## src/rtl/pla_pkg.sv

```systemverilog
package pla_pkg;

    typedef enum logic [0:0] {
        ST_LOAD = 1'b0,
        ST_RUN  = 1'b1
    } pla_state_e;

    function automatic int max3(input int a, input int b, input int c);
        int m;
        m = (a > b) ? a : b;
        return (m > c) ? m : c;
    endfunction

endpackage

```

## src/rtl/pla_cfg_store.sv

```systemverilog
module pla_cfg_store
    import pla_pkg::*;
#(
    parameter int N_IN   = 8,
    parameter int N_PT   = 16,
    parameter int N_OUT  = 4,
    parameter int ADDR_W = 5,
    parameter int DATA_W = 16
) (
    input  logic                             clk,
    input  logic                             rst,
    input  logic                             cfg_en,
    input  logic                             cfg_we,
    input  logic [ADDR_W-1:0]                cfg_addr,
    input  logic [DATA_W-1:0]                cfg_data,
    output logic [N_PT-1:0][2*N_IN-1:0]      and_rows,
    output logic [N_OUT-1:0][N_PT-1:0]       or_masks,
    output logic [N_OUT-1:0]                 reg_sel,
    output logic [N_OUT-1:0]                 oe,
    output logic                             fixed_or,
    output logic                             run
);

    localparam int OR_BASE   = N_PT;
    localparam int CTRL_ADDR = N_PT + N_OUT;

    pla_state_e state_q, state_d;
    logic       wr;

    assign wr = cfg_en & cfg_we;

    // state register
    always_ff @(posedge clk) begin
        if (rst) state_q <= ST_LOAD;
        else     state_q <= state_d;
    end

    // next state
    always_comb begin
        state_d = state_q;
        unique case (state_q)
            ST_LOAD: state_d = cfg_en ? ST_LOAD : ST_RUN;
            ST_RUN:  state_d = cfg_en ? ST_LOAD : ST_RUN;
        endcase
    end

    // outputs of the controller
    always_comb begin
        run = 1'b0;
        unique case (state_q)
            ST_LOAD: run = 1'b0;
            ST_RUN:  run = 1'b1;
        endcase
    end

    // configuration words
    always_ff @(posedge clk) begin
        if (rst) begin
            and_rows <= '0;
            or_masks <= '0;
            reg_sel  <= '0;
            oe       <= '0;
            fixed_or <= 1'b0;
        end else if (wr) begin
            for (int p = 0; p < N_PT; p++) begin
                if (cfg_addr == ADDR_W'(p)) and_rows[p] <= cfg_data[2*N_IN-1:0];
            end
            for (int o = 0; o < N_OUT; o++) begin
                if (cfg_addr == ADDR_W'(OR_BASE + o)) or_masks[o] <= cfg_data[N_PT-1:0];
            end
            if (cfg_addr == ADDR_W'(CTRL_ADDR)) begin
                reg_sel  <= cfg_data[N_OUT-1:0];
                oe       <= cfg_data[2*N_OUT-1:N_OUT];
                fixed_or <= cfg_data[2*N_OUT];
            end
        end
    end

endmodule

```

## src/rtl/pla_and_plane.sv

```systemverilog
module pla_and_plane #(
    parameter int N_IN = 8,
    parameter int N_PT = 16
) (
    input  logic [N_IN-1:0]               din,
    input  logic [N_PT-1:0][2*N_IN-1:0]   rows,
    output logic [N_PT-1:0]               pterm
);

    for (genvar p = 0; p < N_PT; p++) begin : g_term
        logic [N_IN-1:0] use_t, use_c;
        assign use_t    = rows[p][N_IN-1:0];
        assign use_c    = rows[p][2*N_IN-1:N_IN];
        assign pterm[p] = &((~use_t | din) & (~use_c | ~din));
    end

endmodule

```

## src/rtl/pla_or_plane.sv

```systemverilog
module pla_or_plane #(
    parameter int N_PT  = 16,
    parameter int N_OUT = 4
) (
    input  logic [N_PT-1:0]              pterm,
    input  logic [N_OUT-1:0][N_PT-1:0]   masks,
    input  logic                         fixed_or,
    output logic [N_OUT-1:0]             sum
);

    localparam int GRP = N_PT / N_OUT;
    localparam logic [N_PT-1:0] ONES = '1;

    for (genvar o = 0; o < N_OUT; o++) begin : g_sum
        localparam logic [N_PT-1:0] FIX_MASK = (ONES >> (N_PT - GRP)) << (o * GRP);
        logic [N_PT-1:0] eff_mask;
        assign eff_mask = fixed_or ? FIX_MASK : masks[o];
        assign sum[o]   = |(pterm & eff_mask);
    end

endmodule

```

## src/rtl/pla_macrocell.sv

```systemverilog
module pla_macrocell (
    input  logic clk,
    input  logic rst,
    input  logic run,
    input  logic sum,
    input  logic reg_sel,
    input  logic oe,
    output logic dout,
    output logic dvalid
);

    logic q;

    always_ff @(posedge clk) begin
        if (rst)      q <= 1'b0;
        else if (run) q <= sum;
    end

    assign dout   = oe & (reg_sel ? q : sum);
    assign dvalid = oe;

endmodule

```

## src/rtl/pla_array.sv

```systemverilog
module pla_array
    import pla_pkg::*;
#(
    parameter int N_IN   = 8,
    parameter int N_PT   = 16,
    parameter int N_OUT  = 4,
    parameter int ADDR_W = $clog2(N_PT + N_OUT + 1),
    parameter int DATA_W = max3(2 * N_IN, N_PT, 2 * N_OUT + 1)
) (
    input  logic              clk,
    input  logic              rst,
    input  logic              cfg_en,
    input  logic              cfg_we,
    input  logic [ADDR_W-1:0] cfg_addr,
    input  logic [DATA_W-1:0] cfg_data,
    input  logic [N_IN-1:0]   din,
    output logic [N_OUT-1:0]  dout,
    output logic [N_OUT-1:0]  dvalid
);

    logic [N_PT-1:0][2*N_IN-1:0] and_rows;
    logic [N_OUT-1:0][N_PT-1:0]  or_masks;
    logic [N_OUT-1:0]            reg_sel;
    logic [N_OUT-1:0]            oe;
    logic                        fixed_or;
    logic                        run;
    logic [N_PT-1:0]             pterm;
    logic [N_OUT-1:0]            sum;

    pla_cfg_store #(
        .N_IN(N_IN), .N_PT(N_PT), .N_OUT(N_OUT), .ADDR_W(ADDR_W), .DATA_W(DATA_W)
    ) u_cfg (
        .clk(clk), .rst(rst), .cfg_en(cfg_en), .cfg_we(cfg_we),
        .cfg_addr(cfg_addr), .cfg_data(cfg_data),
        .and_rows(and_rows), .or_masks(or_masks), .reg_sel(reg_sel),
        .oe(oe), .fixed_or(fixed_or), .run(run)
    );

    pla_and_plane #(.N_IN(N_IN), .N_PT(N_PT)) u_and (
        .din(din), .rows(and_rows), .pterm(pterm)
    );

    pla_or_plane #(.N_PT(N_PT), .N_OUT(N_OUT)) u_or (
        .pterm(pterm), .masks(or_masks), .fixed_or(fixed_or), .sum(sum)
    );

    for (genvar j = 0; j < N_OUT; j++) begin : g_mc
        pla_macrocell u_mc (
            .clk(clk), .rst(rst), .run(run), .sum(sum[j]),
            .reg_sel(reg_sel[j]), .oe(oe[j]),
            .dout(dout[j]), .dvalid(dvalid[j])
        );
    end

endmodule

```

## config.mk

```make
export PLATFORM = sky130hd
export DESIGN_NAME = pla_array
export DESIGN_NICKNAME = d
export VERILOG_FILES = /design/src/rtl/pla_pkg.sv /design/src/rtl/pla_cfg_store.sv /design/src/rtl/pla_and_plane.sv /design/src/rtl/pla_or_plane.sv /design/src/rtl/pla_macrocell.sv /design/src/rtl/pla_array.sv
export SDC_FILE = /design/constraint.sdc
export NUM_CORES = 1
export LEC_CHECK = 0
export BUFFER_PORTS_ARGS = -buffer_cell sky130_fd_sc_hd__buf_2
export CAP_MARGIN = 40
export CORE_MARGIN = 8
export CORE_UTILIZATION = 45
export DETAILED_ROUTE_END_ITERATION = 6
export PLACE_DENSITY = 0.71
export SYNTH_ARGS = -nofsm -noshare
export SYNTH_HDL_FRONTEND = slang
export SYNTH_SLANG_ARGS = --single-unit
```

## constraint.sdc

```tcl
create_clock -name clk -period 4.2 [get_ports clk]
set_input_delay 1.26 -clock clk [delete_from_list [all_inputs] [get_ports clk]]
set_output_delay 1.26 -clock clk [all_outputs]
set_load 0.02 [all_outputs]
```

==> Word-level counts from Yosys, hierarchy flattened <==
Index checks and enable logic that the tools add are counted.
{ "op_classes": {"eq_ne": 20, "mux": 10, "bitwise": 91, "n_reduce_logical": 42} }
{ "ops": {"columns": ["cell", "n"], "rows": [
  ["inverter 8 bit", 33],
  ["bitwise OR 8 bit", 32],
  ["bitwise AND 8 bit", 16],
  ["AND reduction 8 bit", 16],
  ["bitwise AND 16 bit", 4],
  ["two-way mux 16 bit", 4],
  ["OR reduction 16 bit", 4],
  ["AND reduction 2 bit", 21],
  ["== test 5 x 4 -> 1 bit, second input constant", 8],
  ["== test 5 bit, second input constant", 5],
  ["== test 5 x 3 -> 1 bit, second input constant", 4],
  ["== test 5 x 2 -> 1 bit, second input constant", 2],
  ["bitwise AND 1 bit", 5],
  ["== test 5 x 1 -> 1 bit, second input constant", 1],
  ["zero test 5 bit", 1],
  ["two-way mux 1 bit", 5],
  ["one-hot mux 1 bit (2 select lines)", 1],
  ["inverter 1 bit", 1]
]} }
{ "word_totals": {"ff_bits": 334, "in_bits": 33, "out_inout_bits": 8, "elab_cells": 191} }

==> Longest topological paths before layout <==
{ "logic_depth": {"word_depth": 8, "ltp_mapped": 9, "depth_no_buf": 6} }

==> Modules after synthesis <==
Synthesis repeated with hierarchy kept, for this count alone.
{ "hier_totals": {"cells_unflattened": 1411, "hier_area_um2": 15285.9} }
{ "by_module_without_submodules": {"columns": ["module", "n_inst", "cells_each", "area_per_inst_um2", "seq_area_each_um2"], "rows": [
  ["pla_cfg_store", 1, 1138, 12957.4, 6606.3],
  ["pla_and_plane", 1, 192, 1734.2, 0.0],
  ["pla_or_plane", 1, 57, 364.1, 0.0],
  ["pla_macrocell", 4, 6, 57.6, 20.0]
]} }

==> Worst setup path before layout <==
OpenSTA, ideal clock, no wires.
{ "synth_path": {"kind": "input -> output", "start": "in din[4]", "end": "out dout[0]", "arrival_time_ns": 2.793, "required_ns": 2.940, "slack_ns": 0.147, "stages": 9, "n_path_buf": 3, "cell_sequence": "buf_6 > buf_6 > mux2i_1 > nand4_2 > or2_0 > o2111a_1 > and4b_4 > a31oi_1 > buf_4"} }
{ "synth_via": {"elab_chain_len": 8, "elab_cells_between_ends": 69, "cone_classes": "mux (1); bitwise (51); reduce/logical (17)"} }
{ "synth_rtl": {"columns": ["item", "line", "text"], "rows": [
  ["from (decl)", "pla_array.sv:16", "input logic [N_IN-1:0] din,"],
  ["inverter 8 bit", "pla_and_plane.sv:14", "assign pterm[p] = &((~use_t | din) & (~use_c | ~din));"],
  ["bitwise OR 8 bit", "pla_and_plane.sv:14", null],
  ["bitwise AND 8 bit", "pla_and_plane.sv:14", null],
  ["AND reduction 8 bit", "pla_and_plane.sv:14", null],
  ["bitwise AND 16 bit (*)", "pla_or_plane.sv:18", "assign sum[o] = |(pterm & eff_mask);"],
  ["OR reduction 16 bit (*)", "pla_or_plane.sv:18", null],
  ["two-way mux 1 bit (*)", "pla_macrocell.sv:19", "assign dout = oe & (reg_sel ? q : sum);"],
  ["bitwise AND 1 bit (*)", "pla_macrocell.sv:19", null],
  ["to (decl)", "pla_array.sv:17", "output logic [N_OUT-1:0] dout,"]
]} }
Mark *: on every way between the ends. The rest lies on a longest branch, timed or not.

==> Worst setup path in the final report <==
{ "layout_path": {"start": "in din[6]", "end": "out dout[0]"} }
Same word-level chain as after synthesis.

==> impl_results.html <==
<table>
<tr><th>Metric</th><th>Value</th></tr>
<tr><th colspan="2">Layout</th></tr>
<tr><td>Multi-input gate area</td><td>7040 um^2</td></tr>
<tr><td>Final design utilization</td><td>0.534</td></tr>
<tr><td>Layout cell share with drive strength beyond 1</td><td>0.150</td></tr>
<tr><td>Fill cells</td><td>2785</td></tr>
<tr><td>Sequential cell area in the final layout</td><td>about 6700 um^2</td></tr>
<tr><td>Area growth syn-to-layout</td><td>17.4%</td></tr>
<tr><td>Antenna diodes</td><td>0</td></tr>
<tr><td>Number of nets in the layout</td><td>1694</td></tr>
<tr><th colspan="2">Setup path</th></tr>
<tr><td>Length in cells of the worst reg-to-reg path</td><td>6</td></tr>
<tr><td>Worst reg2reg path endpoint</td><td>g_mc[0].u_mc.q</td></tr>
<tr><td>Critical path peak fanout</td><td>6</td></tr>
<tr><td>Req. time, crit path</td><td>just under 3 ns</td></tr>
<tr><td>Crit path capture</td><td>dout[0]</td></tr>
<tr><td>R2R setup slack</td><td>2.00 ns</td></tr>
<tr><td>Kind of start point of the critical path</td><td>input port</td></tr>
<tr><td>Reg-to-reg startpoint</td><td>u_cfg.fixed_or</td></tr>
<tr><td>Critical Path Start</td><td>din[6]</td></tr>
<tr><td>Start-to-end type of the worst setup path</td><td>in2out</td></tr>
<tr><td>Crit end category</td><td>primary output</td></tr>
<tr><td>Arrival time worst endpoint</td><td>approximately 3.1 ns</td></tr>
<tr><th colspan="2">Global route</th></tr>
<tr><td>Total gr overflow</td><td>0</td></tr>
<tr><td>Pin count of the biggest net entering global routing</td><td>110</td></tr>
<tr><td>Number of global-route vias before repair</td><td>11300</td></tr>
<tr><td>Global-route wire length before repair</td><td>64900 um</td></tr>
<tr><td>Total GRT Usage</td><td>0.216</td></tr>
<tr><td>Antenna violations before repair</td><td>0</td></tr>
<tr><th colspan="2">Logic synthesis</th></tr>
<tr><td>Proportion of netlist area held by the largest area contributor</td><td>0.467</td></tr>
<tr><td>Share of the yosys chip area belonging to registers</td><td>0.467</td></tr>
<tr><td>Warning count from the yosys run</td><td>0</td></tr>
<tr><td>Share of async-settable or async-resettable flops after synthesis</td><td>0</td></tr>
<tr><td>Number of flops mapped to enable cells by yosys</td><td>0</td></tr>
<tr><td>Syn avg cell area</td><td>8.83 um^2</td></tr>
<tr><td>Flops &amp; latches, synth</td><td>334</td></tr>
<tr><td>Main area contributors after synthesis</td><td>sky130_fd_sc_hd__dfxtp_1 (47%), sky130_fd_sc_hd__mux2i_1 (20%), sky130_fd_sc_hd__nand2_1 (8.4%)</td></tr>
<tr><td>Ranking of synthesized cells by instance count</td><td>sky130_fd_sc_hd__dfxtp_1 (334), sky130_fd_sc_hd__nand2_1 (320), sky130_fd_sc_hd__mux2i_1 (281)</td></tr>
<tr><td>Dominant cell type by area after synthesis</td><td>sky130_fd_sc_hd__dfxtp_1</td></tr>
<tr><td>Summed instance area of the synthesized netlist</td><td>14300 um^2</td></tr>
<tr><td>Number of distinct library cell variants in the gate-level netlist after synthesis</td><td>56</td></tr>
<tr><td>Nets in the synthesized netlist</td><td>1654</td></tr>
<tr><td>Number of instances in the synthesized netlist</td><td>1621</td></tr>
<tr><td>Top-count cell post-synth</td><td>sky130_fd_sc_hd__dfxtp_1</td></tr>
<tr><td>Dominant register cell in the synthesized netlist</td><td>sky130_fd_sc_hd__dfxtp_1</td></tr>
<tr><th colspan="2">Min path</th></tr>
<tr><td>Worst hold path class</td><td>reg2reg</td></tr>
<tr><td>Cell count of the worst hold path</td><td>2</td></tr>
<tr><th colspan="2">Detailed routing</th></tr>
<tr><td>Total length of routed wires</td><td>42700 um</td></tr>
<tr><td>Total DRC errors in the routed layout</td><td>0</td></tr>
<tr><td>Remaining antenna violation count after routing</td><td>0</td></tr>
<tr><td>Vias per cell</td><td>roughly 5.7</td></tr>
<tr><td>WL per Instance</td><td>around 20 um</td></tr>
<tr><td>DRT iter0 DRCs</td><td>1312</td></tr>
<tr><td>Total via count in the routed design</td><td>11900</td></tr>
<tr><td>Router iterations before antenna repair</td><td>5</td></tr>
<tr><th colspan="2">Timing</th></tr>
<tr><td>Worst Setup Slack, final</td><td>-0.142 ns</td></tr>
<tr><td>Final max-slew violation count</td><td>0</td></tr>
<tr><td>Hold Violations, Final</td><td>0</td></tr>
<tr><td>Worst-case headroom to the max-slew limit</td><td>0.395</td></tr>
<tr><td>Least-Margin Pin Slew</td><td>0.906 ns</td></tr>
<tr><td>Setup violators final</td><td>4</td></tr>
<tr><td>Highest Clock Rate</td><td>230 MHz</td></tr>
<tr><td>Worst Skew</td><td>around 0.013 ns</td></tr>
<tr><td>Shortest period the worst path allows</td><td>4.34 ns</td></tr>
<tr><td>WHS</td><td>0.452 ns</td></tr>
<tr><td>Setup repair after global routing missed its margin</td><td>yes</td></tr>
<tr><td>Post-route fraction of the period consumed by the critical path</td><td>1.03</td></tr>
<tr><th colspan="2">Floorplanning</th></tr>
<tr><td>Die extent in y</td><td>around 190 um</td></tr>
<tr><td>Core Area</td><td>31500 um^2</td></tr>
<tr><td>Area of the die</td><td>37800 um^2</td></tr>
<tr><td>Standard-cell rows</td><td>between 60 and 70</td></tr>
<tr><td>Die outline width</td><td>194 um</td></tr>
<tr><td>Top Ports</td><td>41</td></tr>
<tr><td>Starting Density</td><td>0.455</td></tr>
<tr><th colspan="2">Clock tree</th></tr>
<tr><td>TritonCTS clock tree</td><td>done</td></tr>
<tr><td>Max Buffers Root-to-Sink</td><td>3</td></tr>
<tr><td>CTS hold repair buffers</td><td>0</td></tr>
<tr><td>Total number of clock tree sinks</td><td>334</td></tr>
<tr><td>Clock slew seen by the registers of the worst setup and hold paths</td><td>0.06 ns</td></tr>
<tr><td>Number of H-tree branching levels</td><td>2</td></tr>
<tr><td>Num CTS Buffers</td><td>36</td></tr>
<tr><td>Clock root buffer master</td><td>sky130_fd_sc_hd__clkbuf_16</td></tr>
<tr><td>Insertion delay to the later sink of the worst-skew pair</td><td>0.52 ns</td></tr>
<tr><th colspan="2">Run status</th></tr>
<tr><td>Status</td><td>finished, violations left</td></tr>
<tr><td>Violations in the final reports</td><td>negative setup slack</td></tr>
<tr><th colspan="2">Power and ir drop</th></tr>
<tr><td>Power density over the cells</td><td>408 nW/um^2</td></tr>
<tr><td>Static power due to leakage</td><td>6.28 nW</td></tr>
<tr><td>Peak VDD IR</td><td>265 uV</td></tr>
<tr><th colspan="2">Flow run</th></tr>
<tr><td>Number of max-capacitance violations reported</td><td>0</td></tr>
<tr><th colspan="2">Place</th></tr>
<tr><td>Routability cong.</td><td>0.887</td></tr>
<tr><td>HPWL after detailed placement</td><td>roughly 26000 um</td></tr>
<tr><td>Input/output buffers</td><td>40</td></tr>
</table>
## per-layer routing
layer / track usage / part of all wire / vias to the layer above
li1: - / - / 5610
met1: 0.277 / 0.42 / 5731
met2: 0.359 / 0.48 / 442
met3: 0.0316 / 0.061 / 123
met4: 0.0897 / 0.040 / 0
met5: 0 / 0 / -
## worst min-delay path by stage
stage	start	end	slack, ns
2_1_floorplan	u_cfg.or_masks[53]	u_cfg.or_masks[53]	0.43
3_3_place_gp	u_cfg.or_masks[56]	u_cfg.or_masks[56]	0.44
3_5_place_dp	u_cfg.or_masks[52]	u_cfg.or_masks[52]	0.44
4_1_cts	u_cfg.or_masks[52]	u_cfg.or_masks[52]	0.45
5_1_grt	u_cfg.and_rows[12]	u_cfg.and_rows[12]	0.47
6_report	u_cfg.and_rows[12]	u_cfg.and_rows[12]	0.45
## critical path, stage by stage
cell and delay [ns]:
sky130_fd_sc_hd__buf_6 0.11, sky130_fd_sc_hd__buf_12 0.15, sky130_fd_sc_hd__buf_12 0.12, sky130_fd_sc_hd__mux2i_2 0.21, sky130_fd_sc_hd__nand4_2 0.20, sky130_fd_sc_hd__or2_1 0.27, sky130_fd_sc_hd__o2111a_1 0.25, sky130_fd_sc_hd__and4b_4 0.21
sky130_fd_sc_hd__a31oi_4 0.16, sky130_fd_sc_hd__buf_6 0.13
## power by group
part	leakage (nW)	internal [mW]	total [mW]	switching, mW
clock	0.596	1.96	3.24	1.27
sequential	2.69	3.18	3.19	0.00989
combinational	3.00	0.146	0.426	0.280
## timing repair
action                                  CTS  global route
resized for setup                        45            45
pin swaps                                16            26
buffers inserted                          8            10
gates cloned                              1             2
endpoints found under the setup margin    4             4
## placed cells by master (no fill, tap or decap), types with 3 or more instances in the layout
| master | count |
|---|---|
| sky130_fd_sc_hd__nand4_1 | 20 |
| sky130_fd_sc_hd__and2_1 | 3 |
| sky130_fd_sc_hd__dfxtp_1 | 334 |
| sky130_fd_sc_hd__nand3_1 | 59 |
| sky130_fd_sc_hd__mux2i_2 | 8 |
| sky130_fd_sc_hd__and4_2 | 6 |
| sky130_fd_sc_hd__a311oi_1 | 3 |
| sky130_fd_sc_hd__clkbuf_1 | 4 |
| sky130_fd_sc_hd__and3_1 | 5 |
| sky130_fd_sc_hd__bufinv_16 | 3 |
| sky130_fd_sc_hd__nand2_1 | 320 |
| sky130_fd_sc_hd__o21ai_0 | 4 |
| sky130_fd_sc_hd__and4_4 | 5 |
| sky130_fd_sc_hd__buf_12 | 17 |
| sky130_fd_sc_hd__nor2_4 | 3 |
| sky130_fd_sc_hd__clkbuf_16 | 39 |
| sky130_fd_sc_hd__clkinv_2 | 3 |
| sky130_fd_sc_hd__a31oi_1 | 3 |
| sky130_fd_sc_hd__buf_4 | 72 |
| sky130_fd_sc_hd__mux2i_1 | 272 |
| sky130_fd_sc_hd__nor2_1 | 167 |
| sky130_fd_sc_hd__a21oi_1 | 180 |
| sky130_fd_sc_hd__a32oi_1 | 5 |
| sky130_fd_sc_hd__buf_8 | 4 |
| sky130_fd_sc_hd__buf_6 | 15 |
| sky130_fd_sc_hd__a22oi_1 | 4 |
| sky130_fd_sc_hd__and4_1 | 10 |
| sky130_fd_sc_hd__clkbuf_8 | 10 |
| sky130_fd_sc_hd__inv_1 | 10 |
| sky130_fd_sc_hd__nor3_2 | 3 |
| sky130_fd_sc_hd__nor2_2 | 10 |
| sky130_fd_sc_hd__buf_2 | 28 |
| sky130_fd_sc_hd__nor2b_1 | 3 |
## stage by stage
step                      instance area, um^2  std cells  setup TNS, ns  power, mW  setup WS (ns)
after floorplan                         14300       1621              0       3.48          0.147
after global placement                  15000       2004         -0.819       3.63         -0.218
after detailed placement                15000       2006         -0.796       3.64         -0.238
after CTS                               16500       2072         -0.588       6.85         -0.154
after global routing                    16800       2084         -0.706       7.04         -0.186
final                                   16800       2084         -0.481       6.86         -0.142
## state kept, by name, summed over array words and instances, names as in the netlist
register	cells
g_mc.u_mc.q	4
u_cfg.and_rows	256
u_cfg.fixed_or	1
u_cfg.oe	4
u_cfg.or_masks	64
u_cfg.reg_sel	4
u_cfg.state_q	1
## cell families (layout without fill, tap and decap cells)
family,count (synthesis),in the layout,synth area share
and+or+nand+nor,636,636,0.195
DFF,334,334,0.467
muxes,281,281,0.197
buffers and inverters,147,208,0.0534
AOI/OAI and AO/OA,223,223,0.0876
## final cells by class
type | instances | share of cell area
Clock buffer | 51 | 0.0642
Clock inverter | 8 | 0.00730
Inverter | 10 | 0.00223
Multi-Input combinational cell | 1140 | 0.419
Sequential cell | 334 | 0.398
Tap cell | 402 | 0.0299
Timing Repair Buffer | 139 | 0.0790
(Power assumes the default switching activity.)
